[src/rtl/fsk_pulse_demod.sv]
module fsk_pulse_demod #(
  parameter int PW_W    = 12,
  parameter int THR_W   = 16,
  parameter int FRAC_W  = 16,
  parameter int SH_1200 = 6,
  parameter int SH_600  = 7,
  parameter int SH_150  = 9,
  parameter int SH_75   = 10,
  parameter int SH_5    = 13
) (
  input  logic             clk,
  input  logic             rst_n,
  input  logic             rx_lim,
  input  logic [PW_W-1:0]  pulse_len,
  input  logic [THR_W-1:0] slice_thr,
  input  logic [2:0]       rate_sel,
  output logic             pulse_out,
  output logic [THR_W-1:0] filt_val,
  output logic             rx_data
);
  localparam int ACC_W = THR_W + FRAC_W;

  logic [2:0]       sync_q;
  logic             xing;
  logic [PW_W-1:0]  cnt;
  logic [4:0]       sh;
  logic [ACC_W-1:0] acc;
  logic [ACC_W-1:0] target;
  logic signed [ACC_W:0] diff;
  logic signed [ACC_W:0] step;
  logic signed [ACC_W:0] acc_nx;

  assign xing = sync_q[1] ^ sync_q[2];

  always_ff @(posedge clk or negedge rst_n) begin
    if (!rst_n) sync_q <= '0;
    else        sync_q <= {sync_q[1:0], rx_lim};
  end

  always_ff @(posedge clk or negedge rst_n) begin
    if (!rst_n)                      cnt <= '0;
    else if (xing && pulse_len != 0) cnt <= pulse_len;
    else if (cnt != 0)               cnt <= cnt - 1'b1;
  end

  assign pulse_out = (cnt != 0);

  always_comb begin
    case (rate_sel)
      3'd1:    sh = 5'(SH_600);
      3'd2:    sh = 5'(SH_150);
      3'd3:    sh = 5'(SH_75);
      3'd4:    sh = 5'(SH_5);
      default: sh = 5'(SH_1200);
    endcase
  end

  assign target = pulse_out ? {{THR_W{1'b1}}, {FRAC_W{1'b0}}} : '0;
  assign diff   = $signed({1'b0, target}) - $signed({1'b0, acc});
  assign step   = diff >>> sh;
  assign acc_nx = $signed({1'b0, acc}) + step;

  always_ff @(posedge clk or negedge rst_n) begin
    if (!rst_n) acc <= '0;
    else        acc <= acc_nx[ACC_W-1:0];
  end

  assign filt_val = acc[ACC_W-1:FRAC_W];

  always_ff @(posedge clk or negedge rst_n) begin
    if (!rst_n) rx_data <= 1'b1;
    else        rx_data <= (filt_val < slice_thr);
  end

  AST_EDGE_STARTS_PULSE: assert property (@(posedge clk) disable iff (!rst_n)
    (xing && pulse_len != 0) |=> pulse_out);
  AST_ZERO_LEN_SILENT: assert property (@(posedge clk) disable iff (!rst_n)
    (pulse_len == 0 && !pulse_out) |=> !pulse_out);
  AST_FILT_NO_RISE_IDLE: assert property (@(posedge clk) disable iff (!rst_n)
    !pulse_out |=> filt_val <= $past(filt_val));
  AST_FILT_NO_FALL_ACTIVE: assert property (@(posedge clk) disable iff (!rst_n)
    pulse_out |=> filt_val >= $past(filt_val));
  AST_SLICE_SPACE: assert property (@(posedge clk) disable iff (!rst_n)
    (filt_val >= slice_thr) |=> !rx_data);
  AST_SLICE_MARK: assert property (@(posedge clk) disable iff (!rst_n)
    (filt_val < slice_thr) |=> rx_data);
endmodule

[config.mk]
export PLATFORM = sky130hd
export DESIGN_NAME = fsk_pulse_demod
export DESIGN_NICKNAME = d
export VERILOG_FILES = /design/src/rtl/fsk_pulse_demod.sv
export SDC_FILE = /design/constraint.sdc
export NUM_CORES = 1
export LEC_CHECK = 0
export BUFFER_PORTS_ARGS = -buffer_cell sky130_fd_sc_hd__buf_2
export CAP_MARGIN = 20
export CORE_ASPECT_RATIO = 0.75
export CORE_MARGIN = 3
export CORE_UTILIZATION = 40
export DETAILED_ROUTE_END_ITERATION = 10
export GPL_TIMING_DRIVEN = 0
export HOLD_SLACK_MARGIN = 0.12
export PLACE_DENSITY = 0.57
export SLEW_MARGIN = 20
export SYNTH_ARGS = -nofsm -noshare
export SYNTH_HDL_FRONTEND = slang
export SYNTH_SLANG_ARGS = --single-unit
export TNS_END_PERCENT = 5
[constraint.sdc]
create_clock -name clk -period 6.24 [get_ports clk]
set_input_delay 0.312 -clock clk [delete_from_list [all_inputs] [get_ports clk]]
set_output_delay 0.312 -clock clk [all_outputs]
set_load 0.02 [all_outputs]
==> results of run 1 <==
-- worst register-to-register path, delay by kind of cell (launching register included) --
| family | cells | cell delay, ps |
|---|---|---|
| adders and majority gates | 3 | 690 |
| buffers and inverters | 2 | 350 |
| DFF | 1 | 400 |
| AOI/OAI and AO/OA | 14 | 2720 |
| and+or+nand+nor | 8 | 1740 |
| xor gates and xnor gates | 1 | 150 |
-- final cells by class --
cell class,instances,area [um2]
clock inverter,2,35.0
antenna,1,2.50
tap,200,250
clock buffer,6,129
inverter,53,213
timing repair buffer,97,608
timing repair inverter,2,12.5
multi-input combinational,646,4940
buffer,42,220
sequential,48,1200
fill,1423,6980
-- flip-flops by register name, summed over array words and instances (netlist names) --
signal   count
acc         32
rx_data      1
sync_q       3
cnt         12
-- placed cells by master, fill, tap and decap left out, types with 6 or more instances in the layout --
master     n
a211oi_1  10
a211oi_2   6
a21o_1    28
a21oi_1   65
a21oi_2   11
a31o_2     7
a31oi_1    7
and3_1     9
buf_2     52
buf_4     61
clkbuf_1  25
dfrtp_1   47
ha_1      55
ha_4       9
inv_1     48
mux2_2     6
mux2i_1    6
nand2_1   68
nand2b_1   7
nand3_1   13
nand4_1    7
nor2_1    75
nor3_1    18
nor4_1     6
o211ai_1   8
o21ai_0   44
o22ai_1    7
or2_2      6
or3_1      8
xnor2_1   35
xor2_1    19
-- path summary, 6_finish.rpt --
kind	start	end	slack, ps	depth (start not counted)
setup / recovery	cnt[1]	acc[29]	70	28
hold / removal	pulse_len[7]	cnt[7]	230	3
setup reg to reg	cnt[1]	acc[29]	70	28
hold reg to reg	sync_q[0]	sync_q[1]	360	0
max in group asynchronous	rst_n	acc[17]	5180	2
min in group asynchronous	rst_n	cnt[10]	600	2
-- per-layer routing --
layer	track usage [%]	wire length (um)	vias up
li1	-	-	3060
met1	37.6	10200	3023
met2	34.1	8410	291
met3	7.95	2050	40
met4	5.90	362	2
met5	0	11	-
-- synth_stat cells, types with 3 or more instances --
library cell | instances | area (um2)
nor3_1 | 20 | 100
a31o_2 | 7 | 61.3
and3_1 | 9 | 56.3
o31ai_1 | 3 | 22.5
or2_2 | 7 | 43.8
a211o_1 | 3 | 26.3
mux2_2 | 6 | 67.6
nand3_1 | 13 | 65.1
buf_4 | 16 | 120
nor2b_1 | 3 | 18.8
o221ai_1 | 5 | 43.8
nand4_1 | 7 | 43.8
o22ai_1 | 8 | 50.1
a21o_1 | 28 | 210
a221oi_1 | 5 | 43.8
clkbuf_1 | 25 | 93.8
a31oi_1 | 10 | 62.6
a211oi_1 | 15 | 113
xor2_1 | 22 | 193
ha_1 | 66 | 826
nor4_1 | 8 | 50.1
inv_1 | 51 | 191
mux2i_1 | 7 | 70.1
a2111oi_0 | 4 | 35.0
nor2_1 | 78 | 293
xnor2_1 | 38 | 333
o211ai_1 | 8 | 60.1
o21ai_0 | 51 | 255
nand2_1 | 70 | 263
a21oi_1 | 77 | 385
o21a_1 | 4 | 30.0
o21bai_1 | 7 | 52.6
dfrtp_1 | 47 | 1180
or3_1 | 9 | 56.3
nand2b_1 | 8 | 50.1
-- cell families (layout without fill, tap and decap cells) --
| group | count (synthesis) | in the layout | share of synthesized area [%] |
|---|---|---|---|
| buf+inv | 96 | 202 | 7.02 |
| fa+ha+maj | 67 | 67 | 14.0 |
| mux | 13 | 13 | 2.29 |
| xor+xnor | 62 | 62 | 9.45 |
| compound gates | 260 | 260 | 28.1 |
| flops | 48 | 48 | 20.0 |
| other cells | 0 | 1 | 0 |
| simple gates | 244 | 244 | 19.1 |
-- what timing repair did --
| item | in CTS | in global routing |
|---|---|---|
| buffers inserted | 25 | 19 |
| resized for setup | 70 | 32 |
| pin swaps | 32 | 39 |
| gates cloned | 2 | 0 |
| hold endpoints to repair | 48 | 0 |
| hold buffers | 2 | 0 |
| setup endpoints to repair | 21 | 15 |
-- per-stage QoR --
step / setup WS, ps / utilization, % / std cells / hold slack, ps / TNS (ps)
after detailed placement: -1630 / 44.8 / 1041 / 344 / -13540
after CTS: 13.6 / 50.0 / 1078 / 228 / 0
after global placement: -1430 / 44.8 / 1041 / 336 / -12150
after global routing: -124 / 52.2 / 1096 / 236 / -607
final: 73.2 / 52.2 / 1097 / 229 / 0
after floorplan: 0.220 / - / 790 / 16.4 / 0
==> metrics.cfg, run 1 <==
[status]
status = complete, no violations

[critical_path]
crit_buf_inv = 2
cp_slowest_cell = or4_4
worstPathRequired_ps = 6410
setup.worst_path.start_class = flop
critPathKind = reg -> reg
slowest_delay_ps = 540
path_max_fanout = 5
crit_top_cell = ha_4
crit_family = compound AO/OA/AOI/OAI gates
critPathArrivalTime_ps = 6330
end_kind = flop

[floorplan]
pin_count = 52
core-area_mm2 = 0.0146
chipWidth_um = 148
die_y_um = 112
die_area_mm2 = 0.0166
rows = 38
start_util_pct = 41.3

[sta]
finClkSkew_ps = 10.5
rsz0062_at_grt = true
tightest_slew_ps = 989
fin_crit_sh_pct = 98.8
finalHoldViolCount = 0
min_period_ps = 6170
slew_violations = 0
setup_violations = 0
relSlewSlack_pct = 33.8
fmax_ghz = 0.162

[logic_synthesis]
synth_flop_cell = dfrtp_1
syn_inst = 790
synth_edf_count = 0
synth_area_mm2 = 0.00602
avgSynthCellArea_um2 = 7.62
synth.distinct_cells = 71
synth-seq-cells = 48
yosys_warnings = 0
syn_nets = 891
yosysSeqAreaShare_pct = 20.0
synth_async_sr_flop_share_pct = 100

[detailed_routing]
wirelength_um = 21100
routedWlPerCell_um = 19.2
drc = 0
via_per_inst = 5.85
first_pass_iters = 7
dr.first_iter.drc_count = 555
vias = 6416
ant_nets = 0

[global_route]
grt_pass1_wl_um = 32700
antenna_found_initial = 2
grt_max_degree = 49
grt-ovfl-total = 0
grt_pass1_vias = 6018
grtUsageTotal_pct = 24.9

[flow_run]
maxCapViolCount = 0

[clocking]
cts-root-buf = clkbuf_16
clock_sinks = 48
path_clk_slew_ps = 70
cts_made_buffers = 5
h-tree-depth = 2
clock_path_buffers = 2
clkLatencyLatePin_ps = 300
tritoncts = done

[placement]
io_buffers = 51
dp_hpwl_um = 15500
place_area_mm2 = 0.00655
place.gp.congestion = 0.963

[final_layout]
layout-drive-gt1-share_pct = 26.1
layout.nets = 996
stdcell_area_mm2 = 0.00761
area_delta_synth_final_pct = 26.4

[worst_hold_path]
min_path_type = in -> reg

Power of run 1 is not shown: default switching activity piles up to over one toggle a cycle in this logic, so the estimate is an artifact.
==> run 2: changes to the inputs <==
--- a/config.mk
+++ b/config.mk
@@ -13,7 +13,7 @@
 export DETAILED_ROUTE_END_ITERATION = 10
 export GPL_TIMING_DRIVEN = 0
 export HOLD_SLACK_MARGIN = 0.12
-export PLACE_DENSITY = 0.57
+export PLACE_DENSITY = 0.55
 export SLEW_MARGIN = 20
 export SYNTH_ARGS = -nofsm -noshare
 export SYNTH_HDL_FRONTEND = slang
==> constraint.sdc (replaced) <==
create_clock -name clk -period 7.2 [get_ports clk]
set_input_delay 0.36 -clock clk [delete_from_list [all_inputs] [get_ports clk]]
set_output_delay 0.36 -clock clk [all_outputs]
set_load 0.02 [all_outputs]
==> metrics.cfg, run 2 (synthesized netlist as in run 1, its figures left out) <==
[clocking]
clock_path_buffers = 2  ; unchanged
cts_made_buffers = 5  ; unchanged
tritoncts = done  ; unchanged
cts-root-buf = clkbuf_16  ; unchanged
h-tree-depth = 2  ; unchanged
clkLatencyLatePin_ps = 300  ; about the same
path_clk_slew_ps = 70  ; about the same
clock_sinks = 48  ; unchanged

[global_route]
grt_max_degree = 49  ; unchanged
antenna_found_initial = 0  ; was 2
grt_pass1_wl_um = 31000  ; was 32,700 um
grtUsageTotal_pct = 23.2  ; was 24.9%
grt_pass1_vias = 5777  ; was 6,018
grt-ovfl-total = 0  ; unchanged

[final_layout]
largestRegisters = acc: 32 flops, cnt: 12 flops, sync_q: 3 flops  ; unchanged
area_delta_synth_final_pct = 15.4  ; was 26.4%
largest_register_ffs = 32  ; unchanged
layout.nets = 957  ; was 996
regArea_mm2 = 0.00120  ; unchanged
regMostFlops = acc  ; unchanged
stdcell_area_mm2 = 0.00695  ; was 0.00761 mm2
layout-drive-gt1-share_pct = 17.6  ; was 26.1%
multi_input_area_mm2 = 0.00457  ; was 0.00494 mm2
diodes = 0  ; was 1
final_cell_mix = nor2_1, a21oi_1, nand2_1  ; was nor2_1, nand2_1, a21oi_1
final_common_cell = nor2_1  ; unchanged
fillers = 1499  ; was 1,423

[floorplan]
start_util_pct = 41.3  ; unchanged
rows = 38  ; unchanged
die_y_um = 112  ; unchanged
chipWidth_um = 148  ; unchanged
die_area_mm2 = 0.0166  ; unchanged
core-area_mm2 = 0.0146  ; unchanged
pin_count = 52  ; unchanged

[sta]
tightest_slew_ps = 874  ; was 989 ps
setup_ws_ps = 335  ; was 73.2 ps
finClkSkew_ps = 6.07  ; was 10.5 ps
setup_violations = 0  ; unchanged
fmax_ghz = 0.146  ; was 0.162 GHz
finalHoldViolCount = 0  ; unchanged
slew_violations = 0  ; unchanged
min_period_ps = 6860  ; was 6170 ps
fin_hold_ws_ps = 162  ; was 229 ps
fin_setup_tns_ps = 0  ; unchanged
fin_crit_sh_pct = 95.3  ; was 98.8%
relSlewSlack_pct = 41.5  ; was 33.8%

[placement]
dp_slack_ps = -1280  ; was -1630 ps
place_area_mm2 = 0.00653  ; was 0.00655 mm2
dp_hpwl_um = 15100  ; was 15,500 um
io_buffers = 51  ; unchanged
place.gp.congestion = 0.935  ; was 0.963

[critical_path]
cp_slowest_cell = or4_4  ; unchanged
slowest_delay_ps = 530  ; was 540 ps
setup.worst_path.start_class = flop  ; unchanged
critPathArrivalTime_ps = 7100  ; was 6330 ps
crit_family = compound AO/OA/AOI/OAI gates  ; unchanged
r2r_slack_ps = 340  ; was 70 ps
path_max_fanout = 7  ; was 5
worstPathRequired_ps = 7430  ; was 6410 ps
crit_buf_inv = 3  ; was 2
end_kind = flop  ; unchanged
critPathKind = reg -> reg  ; unchanged

[detailed_routing]
first_pass_iters = 5  ; was 7
vias = 6157  ; was 6,416
wirelength_um = 19400  ; was 21,100 um
dr.first_iter.drc_count = 506  ; was 555
via_per_inst = 5.82  ; was 5.85
routedWlPerCell_um = 18.3  ; was 19.2 um
ant_nets = 0  ; unchanged
drc = 0  ; unchanged

[worst_hold_path]
min_path_type = in -> reg  ; unchanged

[status]
status = complete, no violations  ; unchanged

[flow_run]
maxCapViolCount = 0  ; unchanged

## run 2: path summary, 6_finish.rpt
| path | from | to | cells past startpoint |
|---|---|---|---|
| min in group asynchronous | rst_n | cnt[0] | 2 |
| setup reg to reg | cnt[0] | acc[29] | 28 |
| hold reg to reg | sync_q[0] | sync_q[1] | 0 |
| hold / removal | rx_lim | sync_q[0] | 1 |
| max in group asynchronous | rst_n | acc[28] | 2 |
| setup / recovery | cnt[0] | acc[29] | 28 |
## run 2: area by class of cell
type / instances / share of cell area (%)
Buffer: 43 / 3.22
Clock buffer: 7 / 2.20
Clock inverter: 1 / 0.432
Inverter: 53 / 2.92
Multi-Input combinational cell: 646 / 65.8
Sequential cell: 48 / 17.3
Tap cell: 200 / 3.60
Timing Repair Buffer: 58 / 4.50
Timing Repair inverter: 1 / 0.0720
## run 2: what timing repair did
| item | in CTS | in global routing |
|---|---|---|
| setup buffers | 4 | 2 |
| cloned | 1 | 0 |
| hold endpoints to repair | 8 | 0 |
| hold buffers | 1 | 0 |
| endpoints found under the setup margin | 20 | 9 |
| pin swaps | 2 | 4 |
| gates resized for setup | 12 | 25 |
## run 2: worst register-to-register path: cells and delay by family (launching register included)
family                     cells  cell delay, ps
AOI/OAI and AO/OA             11            2260
adders and majority gates      3            1040
and+or+nand+nor                9            2120
xor gates and xnor gates       2             600
DFF                            1             380
buffers and inverters          3             410
## run 2: layer usage
| layer | part of all wire (%) | up-vias | wire length [um] | global-route usage (%) |
|---|---|---|---|---|
| met1 | 52 | 2913 | 10200 | 38.4 |
| met5 | 0 | - | 0 | 0 |
| met4 | 0.93 | 0 | 181 | 3.54 |
| li1 | - | 2993 | - | - |
| met3 | 8.4 | 18 | 1630 | 4.00 |
| met2 | 38 | 233 | 7400 | 31.2 |
## run 2: per-stage QoR
step | utilization [%] | cells
2_1_floorplan | - | 790
3_3_place_gp | 44.7 | 1041
3_5_place_dp | 44.7 | 1041
4_1_cts | 46.8 | 1055
5_1_grt | 47.6 | 1057
6_report | 47.6 | 1057
Power of run 2 is left out for the same reason.
==> run 3: changes to the inputs <==
--- a/config.mk
+++ b/config.mk
@@ -5,11 +5,13 @@
 export SDC_FILE = /design/constraint.sdc
 export NUM_CORES = 1
 export LEC_CHECK = 0
+export ABC_AREA = 1
 export BUFFER_PORTS_ARGS = -buffer_cell sky130_fd_sc_hd__buf_2
 export CAP_MARGIN = 20
 export CORE_ASPECT_RATIO = 0.75
 export CORE_MARGIN = 3
 export CORE_UTILIZATION = 40
+export CTS_CLUSTER_SIZE = 10
 export DETAILED_ROUTE_END_ITERATION = 10
 export GPL_TIMING_DRIVEN = 0
 export HOLD_SLACK_MARGIN = 0.12
==> metrics.cfg, run 3 <==
[final_layout]
stdcell_area_mm2 = 0.00752  ; was 0.00695 mm2
layout-drive-gt1-share_pct = 9.88  ; was 17.6%
largest_register_ffs = 32  ; unchanged
layout.nets = 1264  ; was 957
final_common_cell = nand2_1  ; was nor2_1
regMostFlops = acc  ; unchanged
area_delta_synth_final_pct = 9.89  ; was 15.4%
final_cell_mix = nand2_1, inv_1, nand3_1  ; was nor2_1, a21oi_1, nand2_1
diodes = 0  ; unchanged
largestRegisters = acc: 32 flops, cnt: 12 flops, sync_q: 3 flops  ; unchanged

[logic_synthesis]
synth_flop_cell = dfrtp_1  ; unchanged
synth_async_sr_flop_share_pct = 100  ; unchanged
synth-seq-cells = 48  ; unchanged
synthTopCellsByCount = nand2_1, inv_1, nand3_1  ; was nor2_1, a21oi_1, nand2_1
synth_area_mm2 = 0.00684  ; was 0.00602 mm2
synth.most_common_cell = nand2_1  ; was nor2_1
avgSynthCellArea_um2 = 6.19  ; was 7.62 um2
yosysTopAreaCell = dfrtp_1  ; unchanged
yosysSeqAreaShare_pct = 17.6  ; was 20.0%
synth_edf_count = 0  ; unchanged
syn_inst = 1105  ; was 790
syn_nets = 1206  ; was 891
yosysTopAreaCellShare_pct = 17.2  ; was 19.5%
synth.distinct_cells = 50  ; was 71
yosys_warnings = 0  ; unchanged
synth.top_cells.by_area = dfrtp_1, nand2_1, ha_1  ; was dfrtp_1, ha_1, a21oi_1

[clocking]
path_clk_slew_ps = 70  ; about the same
clkLatencyLatePin_ps = 300  ; about the same
clock_path_buffers = 2  ; unchanged
h-tree-depth = 2  ; unchanged
cts_made_buffers = 5  ; unchanged
hold_buffers = 1  ; unchanged
postCtsSetupRepairBufs = 0  ; was 4
cts-root-buf = clkbuf_16  ; unchanged
cts_resized = 0  ; was 12
tritoncts = done  ; unchanged
clock_sinks = 48  ; unchanged

[global_route]
grt_pass1_wl_um = 35800  ; was 31,000 um
grt_pass1_vias = 6582  ; was 5,777
grt-ovfl-total = 0  ; unchanged
antenna_found_initial = 0  ; unchanged
grtUsageTotal_pct = 24.2  ; was 23.2%
grt_max_degree = 49  ; unchanged

[placement]
dp_hpwl_um = 19000  ; was 15,100 um
dp_slack_ps = 1310  ; was -1280 ps
place_area_mm2 = 0.00736  ; was 0.00653 mm2
io_buffers = 50  ; was 51
place.gp.congestion = 0.953  ; was 0.935

[worst_hold_path]
hp-start = rx_lim  ; unchanged
min_path_type = in -> reg  ; unchanged
whs_endpoint = sync_q[0]  ; unchanged
min_path_cells = 1  ; unchanged

[sta]
min_period_ps = 6000  ; was 6860 ps
fin_crit_sh_pct = 83.4  ; was 95.3%
rsz0062_at_grt = false
fin_setup_tns_ps = 0  ; unchanged
fin_hold_ws_ps = 169  ; was 162 ps
setup_ws_ps = 1200  ; was 335 ps
finClkSkew_ps = 6.66  ; was 6.07 ps
tightest_slew_ps = 848  ; was 874 ps
relSlewSlack_pct = 43.0  ; was 41.5%
finalHoldViolCount = 0  ; unchanged
fmax_ghz = 0.167  ; was 0.146 GHz
setup_violations = 0  ; unchanged
slew_violations = 0  ; unchanged

[detailed_routing]
dr.first_iter.drc_count = 601  ; was 506
wirelength_um = 22500  ; was 19,400 um
drc = 0  ; unchanged
vias = 7212  ; was 6,157
ant_nets = 0  ; unchanged
via_per_inst = 5.25  ; was 5.82
routedWlPerCell_um = 16.4  ; was 18.3 um
first_pass_iters = 5  ; unchanged

[floorplan]
rows = 40  ; was 38
die_area_mm2 = 0.0187  ; was 0.0166 mm2
chipWidth_um = 157  ; was 148 um
start_util_pct = 41.8  ; was 41.3%
die_y_um = 119  ; was 112 um
core-area_mm2 = 0.0164  ; was 0.0146 mm2
pin_count = 52  ; unchanged

[critical_path]
path_max_fanout = 17  ; was 7
worstPathRequired_ps = 7420  ; was 7430 ps
rr_endpoint = acc[26]  ; was acc[29]
critPathKind = reg -> reg  ; unchanged
r2r_slack_ps = 1200  ; was 340 ps
r2r_cells = 27  ; was 28
rr_startpoint = cnt[0]  ; unchanged
critPathArrivalTime_ps = 6220  ; was 7100 ps
setup.worst_path.start_class = flop  ; unchanged
end_kind = flop  ; unchanged

[power_and_ir_drop]
p_per_area_mw_per_mm2 = 553
ir_drop_uv = 255
leakage_nw = 4.01
p_total_mw = 4.16

[flow_run]
maxCapViolCount = 0  ; unchanged

[status]
status = complete, no violations  ; unchanged

-- run 3: changes by cell type in the layout (fill, tap and decap cells not counted), sizes merged, moves of 14 or more --
cell | previous run | this run
xnor2 | 40 | 9
nor2 | 79 | 99
a211oi | 17 | 3
clkbuf | 32 | 11
o21ai | 52 | 35
inv | 51 | 173
nand3 | 13 | 124
a21o | 28 | 7
nand4 | 7 | 28
xor2 | 22 | 38
nand2 | 70 | 313
-- run 3: final cells by class --
| type | instances | area (um2) |
|---|---|---|
| fillers | 1821 | 8840 |
| multi-input cells | 854 | 4790 |
| flip-flops and latches | 48 | 1200 |
| inverters | 173 | 652 |
| repair buffers | 51 | 263 |
| well taps | 210 | 263 |
| plain buffers | 30 | 198 |
| clock buffers | 7 | 143 |
| clock inverters | 1 | 8.76 |
-- run 3: routing by layer --
| metal | vias up | GRT usage [%] | wire length (um) |
|---|---|---|---|
| met4 | 0 | 4.01 | 235 |
| met2 | 183 | 32.8 | 8660 |
| met3 | 15 | 3.92 | 1510 |
| met5 | - | 0 | 0 |
| met1 | 3286 | 39.7 | 12100 |
| li1 | 3728 | - | - |
-- run 3: worst max-delay path by stage --
stage                       from  endpoint  slack (ps)  cells after the start
after global placement    cnt[0]   acc[26]        1220                     27
after detailed placement  cnt[0]   acc[26]        1310                     27
after global routing      cnt[0]   acc[26]         660                     29
after CTS                 cnt[0]   acc[26]        1270                     27
final                     cnt[0]   acc[26]        1200                     27
after floorplan           cnt[0]   acc[26]        2640                     29
-- run 3: critical path, stage by stage (launching register included) --
cell      delay, ps
dfrtp_1         360
inv_1           140
ha_1            210
nand3b_1        130
nor2_1          220
nand2_1         100
nor4_1          260
nand2_1         570
ha_1            660
nand2_1         130
nor2_1          190
nand2_1         120
nor3_1          150
nand2_1         190
nand3_1         180
nand2_2          90
nand2_1          60
nand3_1         140
nand2_1         100
nand3_1         140
ha_1            390
nand2_1         120
nor4_1          570
nand3_1         130
nand3_1         200
nand2_1          80
nand2_1          90
xor2_1          150
-- run 3: report_power, final --
part | switching [mW] | internal [mW] | total [mW]
Combinational | 2.14 | 1.15 | 3.29
Clock | 0.107 | 0.139 | 0.247
Sequential | 0.202 | 0.419 | 0.620
Total | 2.44 | 1.71 | 4.16
-- run 3: cell families (layout without fill, tap and decap cells) --
group                    Yosys count  after routing  synth area share [%]
AND/OR/NAND/NOR                  592            592                  38.3
buffers and inverters            203            262                  12.4
AO/OA/AOI/OAI                    148            148                  13.2
adder cells (fa/ha/maj)           67             67                  12.4
flip-flops                        48             48                  17.6
XOR/XNOR                          47             47                  6.12
-- run 3: metrics by stage --
stage                     std cells  util [%]
after floorplan                1105         -
after global placement         1365      45.0
after detailed placement       1365      45.0
after CTS                      1374      46.0
after global routing           1374      46.0
final                          1374      46.0
No activity file was read; power rests on OpenSTA's default activity.
